<file path="config.mk">
export PLATFORM = sky130hd
export DESIGN_NAME = host_reg_window
export DESIGN_NICKNAME = d
export VERILOG_FILES = /design/src/rtl/hrw_pkg.sv /design/src/rtl/hrw_reflect.sv /design/src/rtl/hrw_rw_reg.sv /design/src/rtl/hrw_irq_bank.sv /design/src/rtl/host_reg_window.sv
export SDC_FILE = /design/constraint.sdc
export NUM_CORES = 1
export LEC_CHECK = 0
export BUFFER_PORTS_ARGS = -buffer_cell sky130_fd_sc_hd__buf_2
export CAP_MARGIN = 30
export CORE_MARGIN = 4
export CORE_UTILIZATION = 54
export DETAILED_ROUTE_END_ITERATION = 10
export PLACE_DENSITY = 0.77
export SYNTH_ARGS = -nofsm -noshare
export SYNTH_HDL_FRONTEND = slang
export SYNTH_SLANG_ARGS = --single-unit
export TNS_END_PERCENT = 100
</file>
<file path="constraint.sdc">
create_clock -name clk_i -period 1.9 [get_ports clk_i]
set_clock_uncertainty 0.15 [all_clocks]
set_input_delay 0.095 -clock clk_i [delete_from_list [all_inputs] [get_ports clk_i]]
set_output_delay 0.095 -clock clk_i [all_outputs]
set_load 0.02 [all_outputs]
</file>
<file path="src/rtl/hrw_pkg.sv">
package hrw_pkg;
  localparam int REG_W    = 16;
  localparam int NUM_REGS = 10;
  localparam int A_REFL   = 0;
  localparam int A_BOARD  = 1;
  localparam int A_DVER   = 2;
  localparam int A_CAP    = 3;
  localparam int A_XCAP   = 4;
  localparam int A_PEND   = 5;
  localparam int A_IEN    = 6;
  localparam int A_STAT   = 7;
  localparam int A_CTRL   = 8;
  localparam int A_XCTRL  = 9;
  localparam int BIT_VIDEO   = 12;
  localparam int BIT_CONSOLE = 13;
  localparam int REV_W       = 4;
endpackage

</file>
<file path="src/rtl/hrw_reflect.sv">
module hrw_reflect #(
  parameter int W = 16
) (
  input  logic         clk_i,
  input  logic         rst_ni,
  input  logic         wr_i,
  input  logic [W-1:0] wdata_i,
  output logic [W-1:0] rd_val_o
);
  logic [W-1:0] stored_q;

  always_ff @(posedge clk_i or negedge rst_ni) begin
    if (!rst_ni)   stored_q <= '0;
    else if (wr_i) stored_q <= wdata_i;
  end

  // inverted on the way out: a stuck or floating bus cannot echo this
  assign rd_val_o = ~stored_q;

  a_r2_inverse: assert property (@(posedge clk_i) disable iff (!rst_ni)
    wr_i |=> (rd_val_o == ~$past(wdata_i)));
  a_r2_hold: assert property (@(posedge clk_i) disable iff (!rst_ni)
    !wr_i |=> $stable(rd_val_o));
endmodule

</file>
<file path="src/rtl/hrw_rw_reg.sv">
module hrw_rw_reg #(
  parameter int W = 16
) (
  input  logic         clk_i,
  input  logic         rst_ni,
  input  logic         wr_i,
  input  logic [W-1:0] wdata_i,
  output logic [W-1:0] q_o
);
  always_ff @(posedge clk_i or negedge rst_ni) begin
    if (!rst_ni)   q_o <= '0;
    else if (wr_i) q_o <= wdata_i;
  end

  a_r11_hold: assert property (@(posedge clk_i) disable iff (!rst_ni)
    !wr_i |=> $stable(q_o));
endmodule

</file>
<file path="src/rtl/hrw_irq_bank.sv">
module hrw_irq_bank #(
  parameter int N = 16
) (
  input  logic         clk_i,
  input  logic         rst_ni,
  input  logic [N-1:0] pulse_i,
  input  logic         clr_wr_i,
  input  logic         en_wr_i,
  input  logic [N-1:0] wdata_i,
  output logic [N-1:0] pend_o,
  output logic [N-1:0] en_o,
  output logic         irq_o
);
  logic [N-1:0] clr_mask;

  assign clr_mask = clr_wr_i ? wdata_i : '0;

  // a pulse in the clearing cycle wins: the event is not lost
  always_ff @(posedge clk_i or negedge rst_ni) begin
    if (!rst_ni) pend_o <= '0;
    else         pend_o <= (pend_o & ~clr_mask) | pulse_i;
  end

  always_ff @(posedge clk_i or negedge rst_ni) begin
    if (!rst_ni)     en_o <= '0;
    else if (en_wr_i) en_o <= wdata_i;
  end

  assign irq_o = |(pend_o & en_o);

  a_r9_set: assert property (@(posedge clk_i) disable iff (!rst_ni)
    (|pulse_i) |=> ((pend_o & $past(pulse_i)) == $past(pulse_i)));
  a_r9_clear: assert property (@(posedge clk_i) disable iff (!rst_ni)
    clr_wr_i |=> ((pend_o & $past(wdata_i & ~pulse_i)) == '0));
  a_r10_quiet: assert property (@(posedge clk_i) disable iff (!rst_ni)
    (en_o == '0) |-> !irq_o);
endmodule

</file>
<file path="src/rtl/host_reg_window.sv">
module host_reg_window
  import hrw_pkg::*;
#(
  parameter int          AW            = 4,
  parameter int          NIRQ          = 16,
  parameter int          DESIGN_MAJOR  = 1,
  parameter int          DESIGN_MINOR  = 0,
  parameter logic [15:0] CAP_WORD      = 16'h0000,
  parameter logic [15:0] XCAP_WORD     = 16'h0000
) (
  input  logic            clk_i,
  input  logic            rst_ni,
  input  logic            req_i,
  input  logic            we_i,
  input  logic [AW-1:0]   addr_i,
  input  logic [15:0]     wdata_i,
  output logic [15:0]     rdata_o,
  output logic            rvalid_o,
  input  logic [NIRQ-1:0] irq_pulse_i,
  input  logic            video_chan_i,
  input  logic            console_side_i,
  input  logic [3:0]      hw_rev_i,
  input  logic [15:0]     status_i,
  output logic            irq_o,
  output logic [15:0]     ctrl_o,
  output logic [15:0]     ext_ctrl_o
);
  localparam int          IDX_W    = $clog2(NUM_REGS);
  localparam logic [15:0] DVER_VAL = 16'(DESIGN_MAJOR * 100 + DESIGN_MINOR);

  logic [NUM_REGS-1:0] sel, wr_sel;
  logic                wr, rd;
  logic [REG_W-1:0]    words [NUM_REGS];
  logic [REG_W-1:0]    refl_val, board_word, rd_mux;
  logic [NIRQ-1:0]     pend, ien;

  assign wr = req_i & we_i;
  assign rd = req_i & ~we_i;

  for (genvar i = 0; i < NUM_REGS; i++) begin : g_dec
    assign sel[i]    = (addr_i == AW'(i));
    assign wr_sel[i] = wr & sel[i];
  end

  hrw_reflect #(.W(REG_W)) i_refl (
    .clk_i, .rst_ni,
    .wr_i    (wr_sel[A_REFL]),
    .wdata_i (wdata_i),
    .rd_val_o(refl_val)
  );

  hrw_irq_bank #(.N(NIRQ)) i_irq (
    .clk_i, .rst_ni,
    .pulse_i (irq_pulse_i),
    .clr_wr_i(wr_sel[A_PEND]),
    .en_wr_i (wr_sel[A_IEN]),
    .wdata_i (wdata_i[NIRQ-1:0]),
    .pend_o  (pend),
    .en_o    (ien),
    .irq_o   (irq_o)
  );

  hrw_rw_reg #(.W(REG_W)) i_ctrl (
    .clk_i, .rst_ni, .wr_i(wr_sel[A_CTRL]), .wdata_i(wdata_i), .q_o(ctrl_o)
  );

  hrw_rw_reg #(.W(REG_W)) i_xctrl (
    .clk_i, .rst_ni, .wr_i(wr_sel[A_XCTRL]), .wdata_i(wdata_i), .q_o(ext_ctrl_o)
  );

  always_comb begin
    board_word                 = '0;
    board_word[REV_W-1:0]      = hw_rev_i;
    board_word[BIT_VIDEO]      = video_chan_i;
    board_word[BIT_CONSOLE]    = console_side_i;
  end

  assign words[A_REFL]  = refl_val;
  assign words[A_BOARD] = board_word;
  assign words[A_DVER]  = DVER_VAL;
  assign words[A_CAP]   = CAP_WORD;
  assign words[A_XCAP]  = XCAP_WORD;
  assign words[A_PEND]  = REG_W'(pend);
  assign words[A_IEN]   = REG_W'(ien);
  assign words[A_STAT]  = status_i;
  assign words[A_CTRL]  = ctrl_o;
  assign words[A_XCTRL] = ext_ctrl_o;

  assign rd_mux = (addr_i < AW'(NUM_REGS)) ? words[addr_i[IDX_W-1:0]] : '0;

  always_ff @(posedge clk_i or negedge rst_ni) begin
    if (!rst_ni) begin
      rvalid_o <= 1'b0;
      rdata_o  <= '0;
    end else begin
      rvalid_o <= rd;
      if (rd) rdata_o <= rd_mux;
    end
  end

  a_r7_latency: assert property (@(posedge clk_i) disable iff (!rst_ni)
    (req_i && !we_i) |=> rvalid_o);
  a_r7_no_spurious: assert property (@(posedge clk_i) disable iff (!rst_ni)
    !(req_i && !we_i) |=> (!rvalid_o && $stable(rdata_o)));
  a_r8_unmapped_zero: assert property (@(posedge clk_i) disable iff (!rst_ni)
    (req_i && !we_i && (addr_i >= AW'(NUM_REGS))) |=> (rdata_o == '0));
endmodule

</file>
## After elaboration in Yosys (flattened, before gate mapping)

Cells that the tools add are included.
W data, S select, Z words.

- Flip-flop bits (word level): 97
- Output and inout bits: 50

- Order comparisons: 2
- Eq/ne operators: 4
- Mux-type cells: 5
- Bitwise logic cells: 14
- Reductions and logical operators: 2

Operators with widths:

| operator | number |
|---|---|
| $bmux W16 S4 | 1 |
| $mux W16 | 4 |
| $and A16 B16 Y16 | 2 |
| $not A16 Y16 | 2 |
| $or A16 B16 Y16 | 1 |
| $reduce_or A16 Y1 | 1 |
| $eq A4 B3 Y1 const B | 2 |
| $eq A4 B4 Y1 const B | 2 |
| $and A1 B1 Y1 | 7 |
| $ge A5 B5 Y1 const B | 1 |
| $not A4 Y5 | 1 |
| $logic_not A4 Y1 | 1 |
| $lt A4 B4 Y1 const B | 1 |
| $not A1 Y1 | 1 |

## Longest topological paths before layout

Gate-level depths: netlist of the first run.

- Depth in word-level cells: 6
- Depth in mapped cells: 7
- Mapped depth without buffers: 4

## Modules after synthesis

Synthesis of the first run repeated with hierarchy kept, for this count alone.

- Cells, all modules: 397
- Area total of the unflattened synthesis: 4,913.5 um2

By module, submodules not included:

| module | instances | cells each | area an instance (um2) |
|---|---|---|---|
| host_reg_window | 1 | 186 | 1,586.5 |
| hrw_irq_bank | 1 | 93 | 1,318.8 |
| hrw_rw_reg | 2 | 34 | 649.4 |
| hrw_reflect | 1 | 50 | 709.4 |

## Least setup slack after synthesis of the first run

OpenSTA, ideal clock, no wires.

- Path kind: input to register
- Start point: in addr_i[1]
- End point: reg i_irq.en_o[10]
- Setup time: 0.125 ns
- Arrival time: 1.191 ns
- Required time: 1.625 ns
- Path slack: 0.434 ns
- Stages: 5
- Buffers on the path: 2
- Cells stage by stage: buf_4 nand3b_1 nor3_4 buf_4 mux2_2

- Cells in the longest elaborated chain, start to end: 2

RTL lines:

| item | line | text |
|---|---|---|
| from (decl) | host_reg_window.sv:15 | `input logic [AW-1:0] addr_i,` |
| $eq A4 B3 Y1 | host_reg_window.sv:41 | `assign sel[i] = (addr_i == AW'(i));` |
| $and A1 B1 Y1 | host_reg_window.sv:42 | `assign wr_sel[i] = wr & sel[i];` |
| to (signal assigned) | hrw_irq_bank.sv:26 | `else if (en_wr_i) en_o <= wdata_i;` |
| to (decl) | hrw_irq_bank.sv:11 | `output logic [N-1:0] en_o,` |

Every way passes these cells.
A chain may end at the register's enable or synchronous reset.

## Worst setup path in the final report of the first run

- Start point: reg i_irq.en_o[14]
- End point: out irq_o

- Cells in the longest elaborated chain, start to end: 2

RTL lines:

| item | line | text |
|---|---|---|
| $and A16 B16 Y16 | hrw_irq_bank.sv:29 | `assign irq_o = \|(pend_o & en_o);` |
| $reduce_or A16 Y1 | hrw_irq_bank.sv:29 |  |
| to (decl) | host_reg_window.sv:24 | `output logic irq_o,` |

Every way passes these cells.

==> summary by stage, run 1 <==
Routing
The remaining routing DRC violations is 0. The ratio of routed vias to standard cells is 5.794. The count of nets left with antenna violations once routing finished came out at 0. The number of detailed-routing iterations run before antenna repair is 4. The total routed wirelength is roughly 13 mm.

The detailed-route wire length per cell is 19.75 um. In this run, the number of DRC markers left after iteration 0 of detailed routing was 226. The via count is 3853.

Synthesis
Yosys printed 0 warnings. Synthesis handed over a netlist of slightly below 400 instances. Dividing the synthesized area by the synthesized cell count gives around 12 um^2.

The mapped netlist covers 4817 um^2. Among all flip-flop cells after synthesis, the most frequent one is dfrtp_1. For this run, asynchronously set or reset flops after synthesis account for 100.0%. The count of flip-flops with a built-in enable after synthesis is 0. In the post-synthesis netlist, the cell with the most instances is dfrtp_1.

Synthesis instantiated 38 different standard cells from the library. The count of state elements after synthesis is 97. Summed over all instances, the cell type with the most area after synthesis is dfrtp_1. The fraction of post-synthesis cell area in the top cell type by area is 50.39%. Sorting the synthesized cells by how often they occur yields dfrtp_1, mux2_2, mux2_4, nand2_1. The number of nets produced by synthesis is 451. Yosys attributes the largest share of cell area to dfrtp_1, mux2_2, mux2_4.

The part of the Yosys area used for sequential elements is 50.39%.

Clocking
The latest clock arrival within the worst-skew pair is 0.36 ns. The H-tree depth is 3. The number of clock sinks is 97. The number of clock buffers inserted by TritonCTS is 9. The clock passes through at most 2 buffers. The cell sitting at the root of the clock tree is a clkbuf_8.

TritonCTS built the clock tree. The clock-pin transition on the worst setup and hold timing paths is 0.09 ns.

Setup path
The highest net fanout along the worst path is 3. Data arrives at the worst endpoint at 1.68 ns. The kind of end point of the critical path is an output pin. For the worst setup path, the data required time is approximately 1.7 ns. The element type at the critical path start is a flop. The critical path is of the flop to output pin type. The launching point of the worst reg2reg path is i_irq.pend_o[15]$_DFF_PN0_. The beginning of the critical path is i_irq.en_o[14]$_DFFE_PN0P_.

Finish
The number of nets in the final layout is 615. The number of diodes added for antenna fixing is 0. Of the cells placed in the final design, the portion with a size suffix greater than 1 is 41.29%. The area growth from synthesis to layout is 29.64%. The total non-filler cell area in the finished layout is 6245 um^2. The count of fill cells added during filler insertion is 607.

Global routing
After global routing, the most crowded layer is met2. The routing usage on met1 is between 30% and 40%. The total congestion overflow after global routing is 0.

The number of antenna violations at the first check in global routing is 0. Global routing used 26.13% of the available tracks. The via count of the first global-routing pass is 3889. The first global-routing pass estimated roughly 21 mm of wire. Global routing consumed, on the met2 layer, 42.60% of the routing resources. In the global route stage, met3 resource usage came out at 3.618%. The pin count of the biggest net entering global routing is 50.

Placement
The placed instance area is approximately 5500 um^2. The routability congestion estimate is 0.8349. The total of buffers placed on input and output ports is 111. The HPWL after detailed placement is 8.904 mm.

Timing
The final critical delay including setup and external delays is a little under 2 ns. The number of endpoints with negative hold slack in the final report is 0. The number of setup violations in the final report is 1.

At the pin with the least slew margin, the transition time is 0.6565 ns. The post-route fraction of the period consumed by the critical path is 101.6%. The final hold slack is 0.05294 ns. The total negative setup slack is -0.02988 ns. The final-report max-slew violation count is 0. The worst setup margin is -0.02988 ns.

The worst pin sits at a relative slew slack of 56.00%. Setup repair after global routing could not meet its margin everywhere. For this run, the top clock speed supported by timing is a little over 500 MHz.

Status
The final reports fail on negative setup slack. The run finished, with violations left.

Floorplanning
The floorplan step defined a die boundary enclosing 10500 um^2. The standard cell core area is ~8700 um^2. The die is 102.5 um wide. The initial utilization of the core area, before any placement, comes to 55.24%. The die height is 102.5 um. The count of boundary I/O pins is 112. In this run the core area contains 34 standard-cell rows.

Run
The number of max-capacitance violations reported is 0.

Hold path
The origin of the worst min-delay path is console_side_i. The tightest min-delay check is of the primary input to flop type.

Power and ir drop
The leakage power figure is around 2.9 nW. VDD sags by at most 0.4094 mV. The total power per unit cell area is 868.1 nW/um^2.
==> layout by cell type, fill, tap and decap left out, types with 3 or more instances in the layout <==
master,Yosys,final
a21o_1,16,16
a21oi_1,13,13
a221o_1,8,8
a221oi_2,0,3
a22o_1,7,7
a22oi_1,9,9
a32o_1,6,6
a32oi_1,4,4
and2_1,4,4
buf_12,0,3
buf_2,9,110
buf_4,4,16
clkbuf_8,0,10
dfrtp_1,97,97
dlygate4sd3_1,0,49
mux2_2,47,47
mux2_4,30,30
mux2i_1,8,8
nand2_1,27,27
nand2b_1,4,4
nand3_1,12,12
nor2_1,17,17
nor2b_1,10,10
nor3_4,3,3
o21a_1,3,3
o21ai_0,17,17
==> final cells by class <==
type                            count  area [um^2]  area share (%)
Clock inverter                      3        65.06           1.042
Multi-Input combinational cell    266         2247           35.98
Sequential cell                    97         2427           38.87
Inverter                            1        3.754         0.06011
Timing Repair Buffer              178         1221           19.56
Clock buffer                       12        145.1           2.324
Tap cell                          108        135.1           2.164
==> what timing repair did <==
item / 4_1_cts / 5_1_grt
setup buffers: 0 / 0
endpoints found under the setup margin: 1 / 1
hold endpoints to repair: 177 / 0
hold buffers: 49 / 0
gates resized for setup: 2 / 1
==> worst max-delay path: stages (launching register included) <==
cell and delay [ns]:
dfrtp_1 0.41, a22o_1 0.26, a221oi_2 0.28, nand4_1 0.18, buf_2 0.20
==> cell families after synthesis <==
family / count (synthesis) / share of synthesized area, %
AOI/OAI and AO/OA: 91 / 13.74
buffers and inverters: 26 / 3.351
DFF: 97 / 50.39
muxes: 86 / 22.23
and+or+nand+nor: 89 / 10.29
==> metrics by stage <==
stage | cells | utilization (%) | setup slack (ns) | total power, W
2_1_floorplan | 389 | - | 0.4343 | 0.003425
3_3_place_gp | 601 | 63.36 | 0.2150 | 0.003868
6_report | 665 | 71.61 | -0.02988 | 0.005421
3_5_place_dp | 601 | 63.36 | 0.1847 | 0.003917
5_1_grt | 665 | 71.61 | -0.03766 | 0.005662
4_1_cts | 665 | 71.54 | 0.003438 | 0.005433
==> metal layers <==
layer,vias up,share of wire [%]
met1,1919,43
met2,147,49
li1,1764,-
met3,23,5.8
met4,0,2.0
met5,-,0
==> report_power, final <==
group / total (W) / switching [W] / internal (W)
Clock: 0.00146 / 0.000690 / 0.000771
Sequential: 0.00261 / 0.000238 / 0.00237
Combinational: 0.00135 / 0.000669 / 0.000684
Total: 0.00542 / 0.00160 / 0.00382
==> final timing paths <==
check / slack, ns / to / cells after the start
max in group asynchronous: 0.93 / i_irq.en_o[2]$_DFFE_PN0P_ / 3
min reg2reg: 0.35 / rdata_o[3]$_DFFE_PN0P_ / 1
min: 0.05 / rdata_o[13]$_DFFE_PN0P_ / 4
max: -0.03 / irq_o / 4
max reg2reg: 0.48 / i_irq.pend_o[15]$_DFF_PN0_ / 2
min in group asynchronous: 0.06 / i_xctrl.q_o[13]$_DFFE_PN0P_ / 2
==> state kept, by name, indices dropped and copies added (netlist names) <==
name	flops
i_ctrl.q_o	16
i_irq.en_o	16
i_irq.pend_o	16
i_refl.stored_q	16
i_xctrl.q_o	16
rdata_o	16
rvalid_o	1
No activity file was read; power rests on OpenSTA's default activity.
==> inputs of run 2 (changes only) <==
- ABC_AREA: default -> 1
==> summary by stage, run 2 <==
Floorplanning
The count of standard-cell rows came to 33 (-2.9%). The width of the chip is 101.2 um (-1.3%). The count of boundary I/O pins is 112 (unchanged). The standard cell core area is 8341 um^2 (-4.4%). The die height is 101.2 um (-1.3%). The total die area came to 10230 um^2 (-2.5%). The initial core utilization is 56.20% (+0.96 points).

Synthesis
Among all flip-flop cells after synthesis, the most frequent one is dfrtp_1. The adder-cell area share of the yosys netlist is 0% (unchanged). The area fraction in compound gates after synthesis is 10.60% (-3.1 points). The count of synthesis-stage warnings from yosys is 0 (unchanged). The count of state elements after synthesis is 97 (unchanged). The number of nets produced by synthesis came to 686 (+52%).

The xor/xnor cell area share of the yosys netlist is 0% (unchanged). The part of the Yosys area used for sequential elements is 51.79% (+1.4 points). The fraction of post-synthesis cell area in the top cell type by area was 51.79% (+1.4 points).

The post-synthesis instance area is 4687 um^2 (-2.7%). The main combinational cell family by area after synthesis is simple AND/OR/NAND/NOR gates. The count of flip-flops with a built-in enable after synthesis is 0 (unchanged). The count of different cell masters after synthesis came to 23 (-39%).

The area share of and/or/nand/nor cells after synthesis is 30.51% (+20 points). The synthesized instance count is 624 (+60%). Yosys attributes the largest share of cell area to dfrtp_1, nand2_1, o21ai_0. The async set or reset register ratio after synthesis came to 100.0% (unchanged). The most frequently used cell type in the post-synthesis netlist is nand2_1. Summed over all instances, the cell type with the most area after synthesis is dfrtp_1. By count the netlist is led by nand2_1, dfrtp_1, o21ai_0, inv_1, nand3_1. The multiplexer fraction of the synthesized cell area is 0% (-22 points). The mean cell area of the mapped netlist is 7.511 um^2 (-39%).

Hold path
The worst min-delay path category is primary input to flop. The number of stages on the worst hold path came to 4 (unchanged). The hold path endpoint is rdata_o[13]$_DFFE_PN0P_. The worst hold path begins at addr_i[2].

Clocking
The number of clock sinks was 97 (unchanged). The setup fix buffers added after clock tree synthesis was 0 (unchanged). The maximum clock insertion buffer count is 2 (unchanged). TritonCTS built the clock tree. The buffer cell driving the clock tree root is clkbuf_8. The H-tree depth was 3 (unchanged).

The clock-pin transition on the worst setup and hold timing paths is 0.10 ns (about the same). The latest clock arrival within the worst-skew pair is 0.37 ns (about the same). The number of clock buffers inserted by TritonCTS was 9 (unchanged).

Timing
The number of endpoints with negative hold slack in the final report came to 0 (unchanged). The final critical delay including setup and external delays was 1.744 ns (-0.1864 ns). The transition time at the pin with the least slew margin is 0.5649 ns (-0.09154 ns). The final-report max-slew violation count came to 0 (unchanged). The total negative setup slack is 0 ns (+0.02988 ns).

The post-route fraction of the period consumed by the critical path was 91.76% (-9.8 points). Setup repair after global routing left no endpoint under its margin. The number of setup violations in the final report came to 0 (-1). The achievable clock frequency came to 573.6 MHz (+11%).

The normalized max-slew margin is 62.34% (+6.3 points).

Global routing
The pin count of the biggest net entering global routing came to 47 (-6.0%). The routing usage on met3 came to 5.647% (+2.0 points). The first-pass GRT wire length came to 22.80 mm (+9.3%). The via count of the first global-routing pass is 4728 (+22%). The fraction of met2 tracks used by global routing is 44.06% (+1.5 points). The routing usage on met1 came to 39.52% (+3.6 points). met2 is the most crowded layer. The number of antenna violations at the first check in global routing was 0 (unchanged). The overall routing resource usage came to 28.52% (+2.4 points). The total congestion overflow after global routing was 0 (unchanged).

Routing
The via count is 4804 (+25%). The remaining routing DRC violations is 0 (unchanged). The number of detailed-routing iterations run before antenna repair is 6 (+2). The detailed-route wire length per cell is 15.76 um (-20%).

The total routed wirelength is 14.00 mm (+6.5%). The number of nets still failing antenna checks after routing is 0 (unchanged). The ratio of routed vias to standard cells came to 5.410 (-6.6%). The DRC violation total after the first TritonRoute iteration came to 298 (+32%).

Run
The number of max-capacitance violations reported is 0 (unchanged).

Finish
The top cell types in the final layout, fill and taps aside, are nand2_1, buf_2, dfrtp_1, o21ai_0, inv_1. The share of cells above drive strength 1 is 20.18% (-21 points). Relative to the synthesized area, the layout overhead comes to 28.80%. The most frequent standard cell in the layout excluding fill and tap cells is nand2_1. The number of nets in the final layout is 840 (+37%). The number of diodes added for antenna fixing came to 0 (unchanged). The count of fill cells added during filler insertion came to 674 (+11%).

Setup path
The depth of the worst register-to-register path is 7 (+5). The worst path arrival time is 1.85 ns (+0.17 ns). The beginning of the critical path is addr_i[3]. The worst setup slack for register-to-register paths is 0.26 ns (-0.22 ns). The worst setup path is captured at a flop. The launching point of the worst reg2reg path is i_ctrl.q_o[1]$_DFFE_PN0P_. The element type at the critical path start is a primary input. In this run the critical register-to-register path is captured at rdata_o[1]$_DFFE_PN0P_. The highest net fanout along the worst path is 16 (+13). The data required time of the critical path is 2.01 ns (+0.36 ns). The setup path with the least slack is of type primary input to flop.

Power and ir drop
The peak supply drop is 0.4642 mV (+13%). The total power per unit cell area is 864.0 nW/um^2 (-0.46%). The power consumption came to 0.005216 W (-3.8%). The leakage power figure is 3.223 nW (+9.5%).

Placement
The routability congestion estimate is 0.9461 (+13%). The total of buffers placed on input and output ports came to 111 (unchanged). The HPWL after detailed placement is 9.574 mm (+7.5%).

Status
The run finished with clean final reports.
## run 2: cell count changes in the layout (fill, tap and decap cells not counted), moves of 10 or more
cell,change
nand2_1,+220
o21ai_0,+69
a21o_1,-16
nand3_1,+35
inv_1,+51
nor2b_1,-10
mux2_2,-47
a21oi_1,-11
nor2_1,+13
mux2_4,-30
## run 2: layout make-up
| class | instances | area [um^2] | area share (%) |
|---|---|---|---|
| clock buffer | 11 | 151.4 | 2.508 |
| clock inverter | 5 | 61.31 | 1.016 |
| inverter | 56 | 210.2 | 3.482 |
| multi-input combinational | 443 | 1929 | 31.96 |
| sequential | 97 | 2427 | 40.21 |
| tap | 105 | 131.4 | 2.176 |
| timing repair buffer | 171 | 1126 | 18.65 |
## run 2: worst max-delay path: stages
cell and delay [ns]:
buf_2 0.21, inv_2 0.13, nand2_1 0.07, nor2_1 0.21
nand2_2 0.29, nor2_1 0.21, o21bai_1 0.08, dlygate4sd3_1 0.55
## run 2: repair_timing
item | 4_1_cts | 5_1_grt
setup endpoints to repair | 0 | 4
hold endpoints to repair | 125 | 0
gates resized for setup | 0 | 1
hold buffers | 42 | 0
## run 2: cell families (layout without fill, tap and decap cells)
logic type | count (synthesis) | count (layout)
AO/OA/AOI/OAI | 96 | 96
buffers and inverters | 84 | 243
AND/OR/NAND/NOR | 347 | 347
flip-flops | 97 | 97
## run 2: how the worst max path moves through the flow
stage                                                end  slack [ns]  depth (start not counted)
after floorplan           i_refl.stored_q[5]$_DFFE_PN0P_        0.61                          8
after global placement        i_irq.pend_o[10]$_DFF_PN0_        0.18                          7
after detailed placement       i_irq.pend_o[9]$_DFF_PN0_        0.09                          7
after CTS                      i_irq.pend_o[1]$_DFF_PN0_        0.03                          8
after global routing           i_irq.pend_o[1]$_DFF_PN0_         0.1                          8
final                         i_irq.pend_o[12]$_DFF_PN0_        0.16                          8
## run 2: power by group
part	internal, W	total (W)	switching, W
registers	0.00235	0.00257	0.000213
clock network	0.000689	0.00145	0.000764
logic	0.000459	0.00120	0.000738
## run 2: layer usage
layer | vias to the layer above | wire [um]
li1 | 2276 | -
met1 | 2239 | 5930
met2 | 253 | 6542
met3 | 36 | 1176
met4 | 0 | 347
met5 | - | 0
## run 2: per-stage QoR
step	utilization (%)	instances	hold slack, ns	setup WS (ns)	instance area [um^2]
5_1_grt	72.38	888	0.01132	0.09664	6037
2_1_floorplan	-	624	-0.3506	0.6072	4687
3_3_place_gp	64.76	830	-0.03184	0.1762	5401
6_report	72.38	888	0.01858	0.1565	6037
3_5_place_dp	64.76	830	-0.02715	0.09006	5401
4_1_cts	72.35	888	0.002478	0.03409	6035
